File: config.mk
export PLATFORM = sky130hd
export DESIGN_NAME = vmd_discriminator
export DESIGN_NICKNAME = d
export VERILOG_FILES = /design/src/rtl/vmd_pkg.sv /design/src/rtl/vmd_sync.sv /design/src/rtl/vmd_pol_meter.sv /design/src/rtl/vmd_frame_meter.sv /design/src/rtl/vmd_classifier.sv /design/src/rtl/vmd_discriminator.sv
export SDC_FILE = /design/constraint.sdc
export NUM_CORES = 1
export LEC_CHECK = 0
export ABC_AREA = 1
export BUFFER_PORTS_ARGS = -buffer_cell sky130_fd_sc_hd__buf_2
export CORE_ASPECT_RATIO = 0.75
export CORE_MARGIN = 4
export CORE_UTILIZATION = 55
export CTS_CLUSTER_SIZE = 24
export DETAILED_ROUTE_END_ITERATION = 8
export PLACE_DENSITY = 0.72
export SYNTH_ARGS = -nofsm -noshare
export SYNTH_HDL_FRONTEND = slang
export SYNTH_SLANG_ARGS = --single-unit
File: constraint.sdc
create_clock -name clk -period 3.95 [get_ports clk]
set_input_delay 0.9875 -clock clk [delete_from_list [all_inputs] [get_ports clk]]
set_output_delay 0.9875 -clock clk [all_outputs]
set_load 0.05 [all_outputs]
File: src/rtl/vmd_pkg.sv
package vmd_pkg;

  typedef enum logic [1:0] {
    MODE_NONE = 2'd0,
    MODE_480  = 2'd1,
    MODE_400  = 2'd2,
    MODE_350  = 2'd3
  } vmd_mode_e;

  // Polarity pair to active-line mode; both positive is not supported.
  function automatic vmd_mode_e mode_of(input logic h_neg, input logic v_neg);
    case ({h_neg, v_neg})
      2'b11:   mode_of = MODE_480;
      2'b10:   mode_of = MODE_400;
      2'b01:   mode_of = MODE_350;
      default: mode_of = MODE_NONE;
    endcase
  endfunction

endpackage

File: src/rtl/vmd_sync.sv
module vmd_sync #(
  parameter int W      = 2,
  parameter int STAGES = 2
) (
  input  logic         clk,
  input  logic         rst_n,
  input  logic [W-1:0] d,
  output logic [W-1:0] q
);

  logic [W-1:0] stg_q [STAGES];

  for (genvar s = 0; s < STAGES; s++) begin : g_stage
    if (s == 0) begin : g_first
      always_ff @(posedge clk or negedge rst_n)
        if (!rst_n) stg_q[s] <= '0;
        else        stg_q[s] <= d;
    end else begin : g_next
      always_ff @(posedge clk or negedge rst_n)
        if (!rst_n) stg_q[s] <= '0;
        else        stg_q[s] <= stg_q[s-1];
    end
  end

  assign q = stg_q[STAGES-1];

endmodule

File: src/rtl/vmd_pol_meter.sv
module vmd_pol_meter #(
  parameter int CNT_W = 27
) (
  input  logic clk,
  input  logic rst_n,
  input  logic clr,
  input  logic level,
  input  logic rise,
  output logic pol_neg,
  output logic pol_vld
);

  logic [CNT_W-1:0] hi_q, hi_n, lo_q, lo_n;
  logic             seen_q, seen_n, neg_q, neg_n, vld_q, vld_n;

  always_comb begin
    hi_n   = hi_q;
    lo_n   = lo_q;
    seen_n = seen_q;
    neg_n  = neg_q;
    vld_n  = vld_q;
    if (clr) begin
      hi_n = '0; lo_n = '0; seen_n = 1'b0; neg_n = 1'b0; vld_n = 1'b0;
    end else if (rise) begin
      if (seen_q) begin
        neg_n = (hi_q > lo_q);
        vld_n = 1'b1;
      end
      seen_n = 1'b1;
      hi_n   = '0;
      lo_n   = '0;
    end else if (level) begin
      if (hi_q != '1) hi_n = hi_q + 1'b1;
    end else begin
      if (lo_q != '1) lo_n = lo_q + 1'b1;
    end
  end

  always_ff @(posedge clk or negedge rst_n)
    if (!rst_n) begin
      hi_q <= '0; lo_q <= '0; seen_q <= 1'b0; neg_q <= 1'b0; vld_q <= 1'b0;
    end else begin
      hi_q <= hi_n; lo_q <= lo_n; seen_q <= seen_n; neg_q <= neg_n; vld_q <= vld_n;
    end

  assign pol_neg = neg_q;
  assign pol_vld = vld_q;

endmodule

File: src/rtl/vmd_frame_meter.sv
module vmd_frame_meter #(
  parameter int LINE_W         = 11,
  parameter int PERIOD_W       = 16,
  parameter int TIMEOUT_CYCLES = 2000000
) (
  input  logic                clk,
  input  logic                rst_n,
  input  logic                hs_rise,
  input  logic                vs_rise,
  output logic [LINE_W-1:0]   line_count,
  output logic [PERIOD_W-1:0] line_period,
  output logic                frame_done,
  output logic                stale
);

  localparam int TO_W = $clog2(TIMEOUT_CYCLES + 1);
  localparam logic [TO_W-1:0] TO_LIMIT = TO_W'(TIMEOUT_CYCLES);

  logic [TO_W-1:0]     to_q, to_n;
  logic [LINE_W-1:0]   lcnt_q, lcnt_n, lc_q, lc_n;
  logic [PERIOD_W-1:0] pcnt_q, pcnt_n, per_q, per_n;
  logic                run_q, run_n, done_q, done_n;

  // A vsync edge in the same cycle wins over an expiring timeout.
  assign stale = (to_q == TO_LIMIT) && !vs_rise;

  always_comb begin
    to_n   = to_q;
    lcnt_n = lcnt_q;
    lc_n   = lc_q;
    pcnt_n = pcnt_q;
    per_n  = per_q;
    run_n  = run_q;
    done_n = 1'b0;
    if (vs_rise)        to_n = '0;
    else if (to_q != TO_LIMIT) to_n = to_q + 1'b1;
    if (stale) begin
      lcnt_n = '0; lc_n = '0; pcnt_n = '0; per_n = '0; run_n = 1'b0;
    end else begin
      if (hs_rise) begin
        per_n  = pcnt_q;
        pcnt_n = PERIOD_W'(1);
      end else if (pcnt_q != '1) begin
        pcnt_n = pcnt_q + 1'b1;
      end
      if (vs_rise) begin
        if (run_q) begin
          lc_n   = lcnt_q + LINE_W'(hs_rise);
          done_n = 1'b1;
        end
        run_n  = 1'b1;
        lcnt_n = '0;
      end else if (hs_rise && lcnt_q != '1) begin
        lcnt_n = lcnt_q + 1'b1;
      end
    end
  end

  always_ff @(posedge clk or negedge rst_n)
    if (!rst_n) begin
      to_q <= '0; lcnt_q <= '0; lc_q <= '0; pcnt_q <= '0;
      per_q <= '0; run_q <= 1'b0; done_q <= 1'b0;
    end else begin
      to_q <= to_n; lcnt_q <= lcnt_n; lc_q <= lc_n; pcnt_q <= pcnt_n;
      per_q <= per_n; run_q <= run_n; done_q <= done_n;
    end

  assign line_count  = lc_q;
  assign line_period = per_q;
  assign frame_done  = done_q;

endmodule

File: src/rtl/vmd_classifier.sv
module vmd_classifier
  import vmd_pkg::*;
#(
  parameter int LINE_W           = 11,
  parameter int RATE_SPLIT_LINES = 400
) (
  input  logic              clk,
  input  logic              rst_n,
  input  logic              stale,
  input  logic              frame_done,
  input  logic [LINE_W-1:0] line_count,
  input  logic              h_neg,
  input  logic              h_vld,
  input  logic              v_neg,
  input  logic              v_vld,
  output logic [1:0]        mode_code,
  output logic              high_rate,
  output logic              valid,
  output logic              mode_changed
);

  localparam logic [LINE_W-1:0] SPLIT = LINE_W'(RATE_SPLIT_LINES);

  vmd_mode_e  code_c;
  logic       rate_c;
  logic [2:0] cand_c;
  logic [2:0] prev_q, prev_n, conf_q, conf_n;
  logic       prev_ok_q, prev_ok_n, conf_ok_q, conf_ok_n;
  logic [1:0] code_q, code_n;
  logic       rate_q, rate_n, valid_q, valid_n, chg_q, chg_n;

  always_comb begin
    code_c    = mode_of(h_neg, v_neg);
    rate_c    = (line_count >= SPLIT);
    cand_c    = {rate_c, code_c};
    prev_n    = prev_q;
    prev_ok_n = prev_ok_q;
    conf_n    = conf_q;
    conf_ok_n = conf_ok_q;
    code_n    = code_q;
    rate_n    = rate_q;
    valid_n   = valid_q;
    chg_n     = 1'b0;
    if (stale) begin
      prev_n = '0; prev_ok_n = 1'b0; conf_n = '0; conf_ok_n = 1'b0;
      code_n = '0; rate_n = 1'b0; valid_n = 1'b0;
    end else if (frame_done && h_vld && v_vld) begin
      code_n = code_c;
      rate_n = rate_c;
      if (code_c != MODE_NONE && prev_ok_q && cand_c == prev_q) begin
        valid_n = 1'b1;
        if (!conf_ok_q || cand_c != conf_q) begin
          chg_n     = 1'b1;
          conf_n    = cand_c;
          conf_ok_n = 1'b1;
        end
      end else begin
        valid_n = 1'b0;
      end
      prev_n    = cand_c;
      prev_ok_n = (code_c != MODE_NONE);
    end
  end

  always_ff @(posedge clk or negedge rst_n)
    if (!rst_n) begin
      prev_q <= '0; prev_ok_q <= 1'b0; conf_q <= '0; conf_ok_q <= 1'b0;
      code_q <= '0; rate_q <= 1'b0; valid_q <= 1'b0; chg_q <= 1'b0;
    end else begin
      prev_q <= prev_n; prev_ok_q <= prev_ok_n; conf_q <= conf_n; conf_ok_q <= conf_ok_n;
      code_q <= code_n; rate_q <= rate_n; valid_q <= valid_n; chg_q <= chg_n;
    end

  assign mode_code    = code_q;
  assign high_rate    = rate_q;
  assign valid        = valid_q;
  assign mode_changed = chg_q;

endmodule

File: src/rtl/vmd_discriminator.sv
module vmd_discriminator #(
  parameter int LINE_W           = 11,
  parameter int PERIOD_W         = 16,
  parameter int RATE_SPLIT_LINES = 400,
  parameter int TIMEOUT_CYCLES   = 2000000,
  parameter int SYNC_STAGES      = 2
) (
  input  logic                clk,
  input  logic                rst_n,
  input  logic                hsync_in,
  input  logic                vsync_in,
  output logic [1:0]          mode_code,
  output logic                high_rate,
  output logic                hsync_neg,
  output logic                vsync_neg,
  output logic [LINE_W-1:0]   line_count,
  output logic [PERIOD_W-1:0] line_period,
  output logic                valid,
  output logic                mode_changed
);

  localparam int CNT_W = LINE_W + PERIOD_W;

  logic [1:0] sync_lv, prev_lv_q, rise;
  logic       stale, frame_done, h_vld, v_vld;

  vmd_sync #(.W(2), .STAGES(SYNC_STAGES)) i_sync (
    .clk(clk), .rst_n(rst_n), .d({vsync_in, hsync_in}), .q(sync_lv)
  );

  always_ff @(posedge clk or negedge rst_n)
    if (!rst_n) prev_lv_q <= '0;
    else        prev_lv_q <= sync_lv;

  assign rise = sync_lv & ~prev_lv_q;

  vmd_pol_meter #(.CNT_W(CNT_W)) i_hpol (
    .clk(clk), .rst_n(rst_n), .clr(stale), .level(sync_lv[0]), .rise(rise[0]),
    .pol_neg(hsync_neg), .pol_vld(h_vld)
  );

  vmd_pol_meter #(.CNT_W(CNT_W)) i_vpol (
    .clk(clk), .rst_n(rst_n), .clr(stale), .level(sync_lv[1]), .rise(rise[1]),
    .pol_neg(vsync_neg), .pol_vld(v_vld)
  );

  vmd_frame_meter #(
    .LINE_W(LINE_W), .PERIOD_W(PERIOD_W), .TIMEOUT_CYCLES(TIMEOUT_CYCLES)
  ) i_frame (
    .clk(clk), .rst_n(rst_n), .hs_rise(rise[0]), .vs_rise(rise[1]),
    .line_count(line_count), .line_period(line_period),
    .frame_done(frame_done), .stale(stale)
  );

  vmd_classifier #(
    .LINE_W(LINE_W), .RATE_SPLIT_LINES(RATE_SPLIT_LINES)
  ) i_class (
    .clk(clk), .rst_n(rst_n), .stale(stale), .frame_done(frame_done),
    .line_count(line_count), .h_neg(hsync_neg), .h_vld(h_vld),
    .v_neg(vsync_neg), .v_vld(v_vld), .mode_code(mode_code),
    .high_rate(high_rate), .valid(valid), .mode_changed(mode_changed)
  );

endmodule

# ---- Word-level counts from Yosys, hierarchy flattened
# Index checks and enable logic that the tools add are counted.
dict set report totals {
  input_bits 4
  word_cells 160
  ff_bits 209
  output_inout_bits 34
}
dict set report classes {
  eq_ne 15
  n_bitwise 2
  reduce_logical 33
  n_addsub 8
  magnitude_cmp 3
  mux 72
}
# cell count
set ops {}
lappend ops {{2-to-1 mux 27 bit} 16}
lappend ops {{adder 27 x 1 -> 27 bit (second input constant)} 4}
lappend ops {{!= test 27 bit (second input constant)} 4}
lappend ops {{2-to-1 mux 16 bit} 5}
lappend ops {{2-to-1 mux 11 bit} 6}
lappend ops {{> comparator 27 bit} 2}
lappend ops {{2-to-1 mux 21 bit} 2}
lappend ops {{2-to-1 mux 1 bit} 34}
lappend ops {{nonzero test 3 bit} 8}
lappend ops {{adder 21 x 1 -> 21 bit (second input constant)} 1}
lappend ops {{equality test 21 bit (second input constant)} 1}
lappend ops {{!= test 21 bit (second input constant)} 1}
lappend ops {{2-to-1 mux 3 bit} 6}
lappend ops {{nonzero test 2 bit} 9}
lappend ops {{adder 16 x 1 -> 16 bit (second input constant)} 1}
lappend ops {{!= test 16 bit (second input constant)} 1}
lappend ops {{AND reduction 2 bit} 6}
lappend ops {{adder 11 x 1 -> 11 bit} 1}
lappend ops {{adder 11 x 1 -> 11 bit (second input constant)} 1}
lappend ops {{greater-or-equal comparator 11 x 9 -> 1 bit (second input constant)} 1}
lappend ops {{!= test 11 bit (second input constant)} 1}
lappend ops {{logical AND 1 bit} 6}
lappend ops {{!= test 3 x 2 -> 1 bit (second input constant)} 2}
lappend ops {{case mux 2 bit (3 select lines)} 1}
lappend ops {{other kinds (10)} 13}

# ---- Depth between registers and ports, before layout
dict set report depth {
  depth_word 8
  mapped_depth 13
}

# ---- Cells and area by module
# Synthesis repeated with hierarchy kept, for this count alone.
dict set report hier_totals {
  cells_unflattened 2135
  area_unflattened_um2 14291.2
}
# module cells_per_inst area_per_inst_um2 instances
set modules_own_cells {}
lappend modules_own_cells {vmd_pol_meter 728 4616.9 2}
lappend modules_own_cells {vmd_frame_meter 581 4224.1 1}
lappend modules_own_cells {vmd_classifier 86 648.1 1}
lappend modules_own_cells {vmd_sync 6 115.1 1}
lappend modules_own_cells {vmd_discriminator 6 70.1 1}

# ---- Least setup slack after synthesis
# OpenSTA, ideal clock, no wires.
dict set report synth_timing {
  path_type {flip-flop to flip-flop}
  from {register i_vpol.neg_q (netlist: i_vpol.pol_neg)}
  to {register i_class.conf_q[0]}
  setup_time_ns 0.117
  path_slack_ns 1.891
  arrival_ns 1.942
  path_stages_with_launch 10
  required_time_ns 3.833
  path_buffers 0
  synth_period_minus_slack_ns 2.059
  path_cell_list {dfrtp_1 -> inv_1 -> ha_1 -> xor2_1 -> nor2_1 -> nand3_1 -> nor2_1 -> nand2_1 -> nand3_1 -> nand2_1}
}
dict set report synth_between {
  elab_chain_len 7
}
# item line
set synth_rtl {}
lappend synth_rtl {{start, declared} vmd_pol_meter.sv:14} ;# logic seen_q, seen_n, neg_q, neg_n, vld_q, vld_n;
lappend synth_rtl {{start signal, assigned} vmd_pol_meter.sv:43} ;# hi_q <= hi_n; lo_q <= lo_n; seen_q <= seen_n; neg_q <= neg_n; vld_q <= vld_n;
lappend synth_rtl {{equality test 2 x 1 -> 1 bit or equality test 2 bit (tied branches)} vmd_pkg.sv:12} ;# case ({h_neg, v_neg})
lappend synth_rtl {{case mux 2 bit (3 select lines) *} vmd_pkg.sv:12}
lappend synth_rtl {{nonzero test 2 bit} vmd_classifier.sv:50} ;# if (code_c != MODE_NONE && prev_ok_q && cand_c == prev_q) begin
lappend synth_rtl {{logical AND 1 bit (2 in series)} vmd_classifier.sv:50}
lappend synth_rtl {{nonzero test 2 bit (no source line)} --}
lappend synth_rtl {{AND reduction 3 bit (no source line)} --}
lappend synth_rtl {{end signal, assigned} vmd_classifier.sv:70} ;# prev_q <= prev_n; prev_ok_q <= prev_ok_n; conf_q <= conf_n; conf_ok_q <= conf_ok_n;
lappend synth_rtl {{end, declared} vmd_classifier.sv:27} ;# logic [2:0] prev_q, prev_n, conf_q, conf_n;
# Mark *: on every way between the ends. The rest lies on a longest branch, timed or not. The select of a mux whose other input is x is not followed.
# A chain may end at the register's enable or synchronous reset.

# ---- Worst setup path in the final report
dict set report layout_timing {
  from {register i_frame.to_q[0]}
  to {register i_vpol.lo_q[20]}
}
dict set report layout_between {
  elab_chain_len 4
}
# item line
set layout_rtl {}
lappend layout_rtl {{start, declared} vmd_frame_meter.sv:19} ;# logic [TO_W-1:0] to_q, to_n;
lappend layout_rtl {{start signal, assigned} vmd_frame_meter.sv:64} ;# to_q <= to_n; lcnt_q <= lcnt_n; lc_q <= lc_n; pcnt_q <= pcnt_n;
lappend layout_rtl {{equality test 21 bit *} vmd_frame_meter.sv:25} ;# assign stale = (to_q == TO_LIMIT) && !vs_rise;
lappend layout_rtl {{logical AND 1 bit *} vmd_frame_meter.sv:25}
lappend layout_rtl {{!= test 3 x 2 -> 1 bit (no source line) or nonzero test 3 bit (tied branches)} --}
lappend layout_rtl {{AND reduction 2 bit (no source line)} --}
lappend layout_rtl {{end signal, assigned} vmd_pol_meter.sv:43}
lappend layout_rtl {{end, declared} vmd_pol_meter.sv:13} ;# logic [CNT_W-1:0] hi_q, hi_n, lo_q, lo_n;
# Mark *: on every way between the ends. The rest lies on a longest branch, timed or not.

==> flow_summary_export.csv <==
group,metric,value,unit
timing,maxSlewHeadroom,0.319,
timing,fin_crit_sh,0.750,
logic_synthesis,synthCells,2124,
global_routing,globalRouteOverflowTotal,0,
global_routing,use_met3,0.0569,
logic_synthesis,seq_area_frac_synth,0.362,
finish,nFillCells,2393,
finish,final_common_cell,"nand2_1",
timing,clock_skew,9.56,ps
timing,hold_viol,0,
timing,finalCriticalPeriod,2960,ps
cts,root_buffer,"clkbuf_16",
route,ant_nets,0,
logic_synthesis,syn_area_per_cell,6.71,µm²
logic_synthesis,synth.area.top_cells,"dfrtp_1 36%, nand2_1 18%, nor2_1 7.9%",
timing,max_freq,338,MHz
cts,cts_resized,0,
finish,layout_common_cells,"700 x nand2_1, 301 x nor2_1, 206 x dfrtp_1",
timing,worstMarginPinSlew,1010,ps
global_routing,grt_use_met1,0.420,
power,power,5.86,mW
place,place_hpwl,28000,µm
floorplan,core,25200,µm²
hold_path,hold_path_class,"reg -> reg",
logic_synthesis,synth_top_area_cell,"dfrtp_1",
global_routing,first_global_vias,12800,
timing,rsz0062_at_grt,"false",
flow_run,maxCapViolations,0,
power,p_leak,7.36,nW
critical_path,crit_type,"reg -> reg",
critical_path,critPathRequiredTime,4330,ps
cts,cts_tree,"done",
route,drtIter0Drc,1329,
floorplan,start_util,0.565,
finish,nets,2220,
route,firstDrtPassIters,6,
cts,path_clk_slew,60,ps
global_routing,antenna_found_initial,0,
logic_synthesis,synth_area,14200,µm²
global_routing,grt_most_used_layer,"met1",
cts,postCtsSetupBuffers,0,
global_routing,grt_first_pass_wirelength,64700,µm
floorplan,die_x,194,µm
place,post-place-ws,995,ps
power,powerDensity,377,nW/µm²
critical_path,endpoint_kind,"flip-flop",
timing,setup_viol,0,
logic_synthesis,synth_top_area_share,0.362,
route,wire_per_inst,15.4,µm
cts,cts_buffers,24,
route,routed_wl,38500,µm
floorplan,ios,38,
finish,drive_gt1_frac,0.0725,
timing,fin_ws,988,ps
timing,tns,0,ps
logic_synthesis,synthArstFlopShare,1.00,
status,outcome,"finished clean",
floorplan,num_rows,50,
logic_synthesis,yosysUniqueCellTypes,47,
global_routing,grt_max_degree,83,
route,viasPerCell,5.54,
power,peakVddDrop,0.462,mV
critical_path,cp.arrival,3340,ps
timing,holdWs,396,ps
floorplan,dieHeight,147,µm
route,drc,0,
cts,clk_latency,530,ps
finish,diodes,0,
place,place.gp.congestion,0.994,
route,vias,13900,
logic_synthesis,synth_ff_type,"dfrtp_1",
floorplan,fp.dieArea,28600,µm²
critical_path,startpoint_type,"flip-flop",
logic_synthesis,yosys_warnings,0,
critical_path,critPathMaxFanout,54,
logic_synthesis,synth-seq-cells,206,
finish,syn_to_final_growth,9.15,%
place,portBuffers,37,
timing,drv_slew,0,
logic_synthesis,synth_edf_count,0,
global_routing,use_met2,0.389,
logic_synthesis,synth_fp_nets,2195,
cts,htreeDepth,1,
cts,postCtsHoldBufs,0,
cts,clock_sinks,206,
global_routing,grt_use_total,0.269,
cts,clk_path_buf_depth,3,
cells by family (layout without fill, tap and decap cells):
kind of cell | count (synthesis) | after routing | synth area share
AO/OA/AOI/OAI | 195 | 195 | 0.0728
XOR/XNOR | 23 | 23 | 0.0141
adder cells (fa/ha/maj) | 67 | 67 | 0.0589
buffers and inverters | 264 | 306 | 0.0789
flip-flops | 206 | 206 | 0.362
AND/OR/NAND/NOR | 1369 | 1369 | 0.413
cell type report:
cell class	instances	area, µm²	area share
Clock inverter	15	228	0.0146
Inverter	216	821	0.0528
Multi-Input combinational cell	1654	7960	0.512
Timing Repair Buffer	47	308	0.0198
Clock buffer	28	647	0.0416
Tap cell	338	423	0.0272
Sequential cell	206	5150	0.332
sequential cells by signal, summed over array words and instances, names as in the netlist, 11 cells and up:
signal,flops
i_frame.to_q,21
i_frame.line_period,16
i_frame.lcnt_q,11
i_frame.line_count,11
i_vpol.hi_q,27
i_vpol.lo_q,27
i_hpol.lo_q,27
i_frame.pcnt_q,16
i_hpol.hi_q,27
metrics by stage:
stage,cells,area [µm²],util
6_report,2504,15500,0.617
5_1_grt,2504,15500,0.617
4_1_cts,2504,15500,0.617
3_5_place_dp,2461,14700,0.582
3_3_place_gp,2461,14700,0.582
2_1_floorplan,2124,14200,-
final timing paths:
check,from,to,slack (ps),cells after the start
worst max-delay path,i_frame.to_q[0]$_DFFE_PN0P_,i_vpol.lo_q[20]$_DFFE_PN0P_,990,10
worst min-delay path,i_sync.stg_q[2]$_DFF_PN0_,i_sync.q[0]$_DFF_PN0_,400,0
worst max register to register,i_frame.to_q[0]$_DFFE_PN0P_,i_vpol.lo_q[20]$_DFFE_PN0P_,990,10
worst min register to register,i_sync.stg_q[2]$_DFF_PN0_,i_sync.q[0]$_DFF_PN0_,400,0
max in group asynchronous,rst_n,i_frame.line_count[10]$_DFFE_PN0P_,2730,2
min in group asynchronous,rst_n,i_vpol.lo_q[22]$_DFFE_PN0P_,430,1
critical path, stage by stage (launching register included):
cell,delay [ps]
dfrtp_1,440
inv_1,80
ha_1,190
nand2_1,60
nor2_1,160
nand3_1,480
buf_4,440
nand3_1,120
nand2_2,490
nand2_1,230
o21ai_1,80
power by group:
part	total, mW	internal [mW]	switching [mW]
logic	0.955	0.293	0.662
clock network	2.50	1.56	0.939
registers	2.41	2.25	0.164
total	5.86	4.10	1.76
synthesized netlist by cell type, types with 9 or more instances:
library cell / number
buf_2: 15
dfrtp_1: 206
nand4_1: 81
o21bai_1: 9
nand3_1: 194
xor2_1: 20
nand2_2: 18
o21ai_1: 53
inv_1: 205
or2_2: 17
nor3_1: 25
nor2_1: 301
clkbuf_1: 13
o21ai_0: 71
nand2_1: 700
ha_1: 67
a21oi_1: 46
metal layers:
| layer | vias to the layer above | wire length [µm] |
|---|---|---|
| met4 | 0 | 651 |
| met1 | 6356 | 18900 |
| met5 | - | 0 |
| met2 | 551 | 15300 |
| li1 | 6926 | - |
| met3 | 46 | 3650 |
(Power assumes the default switching activity.)
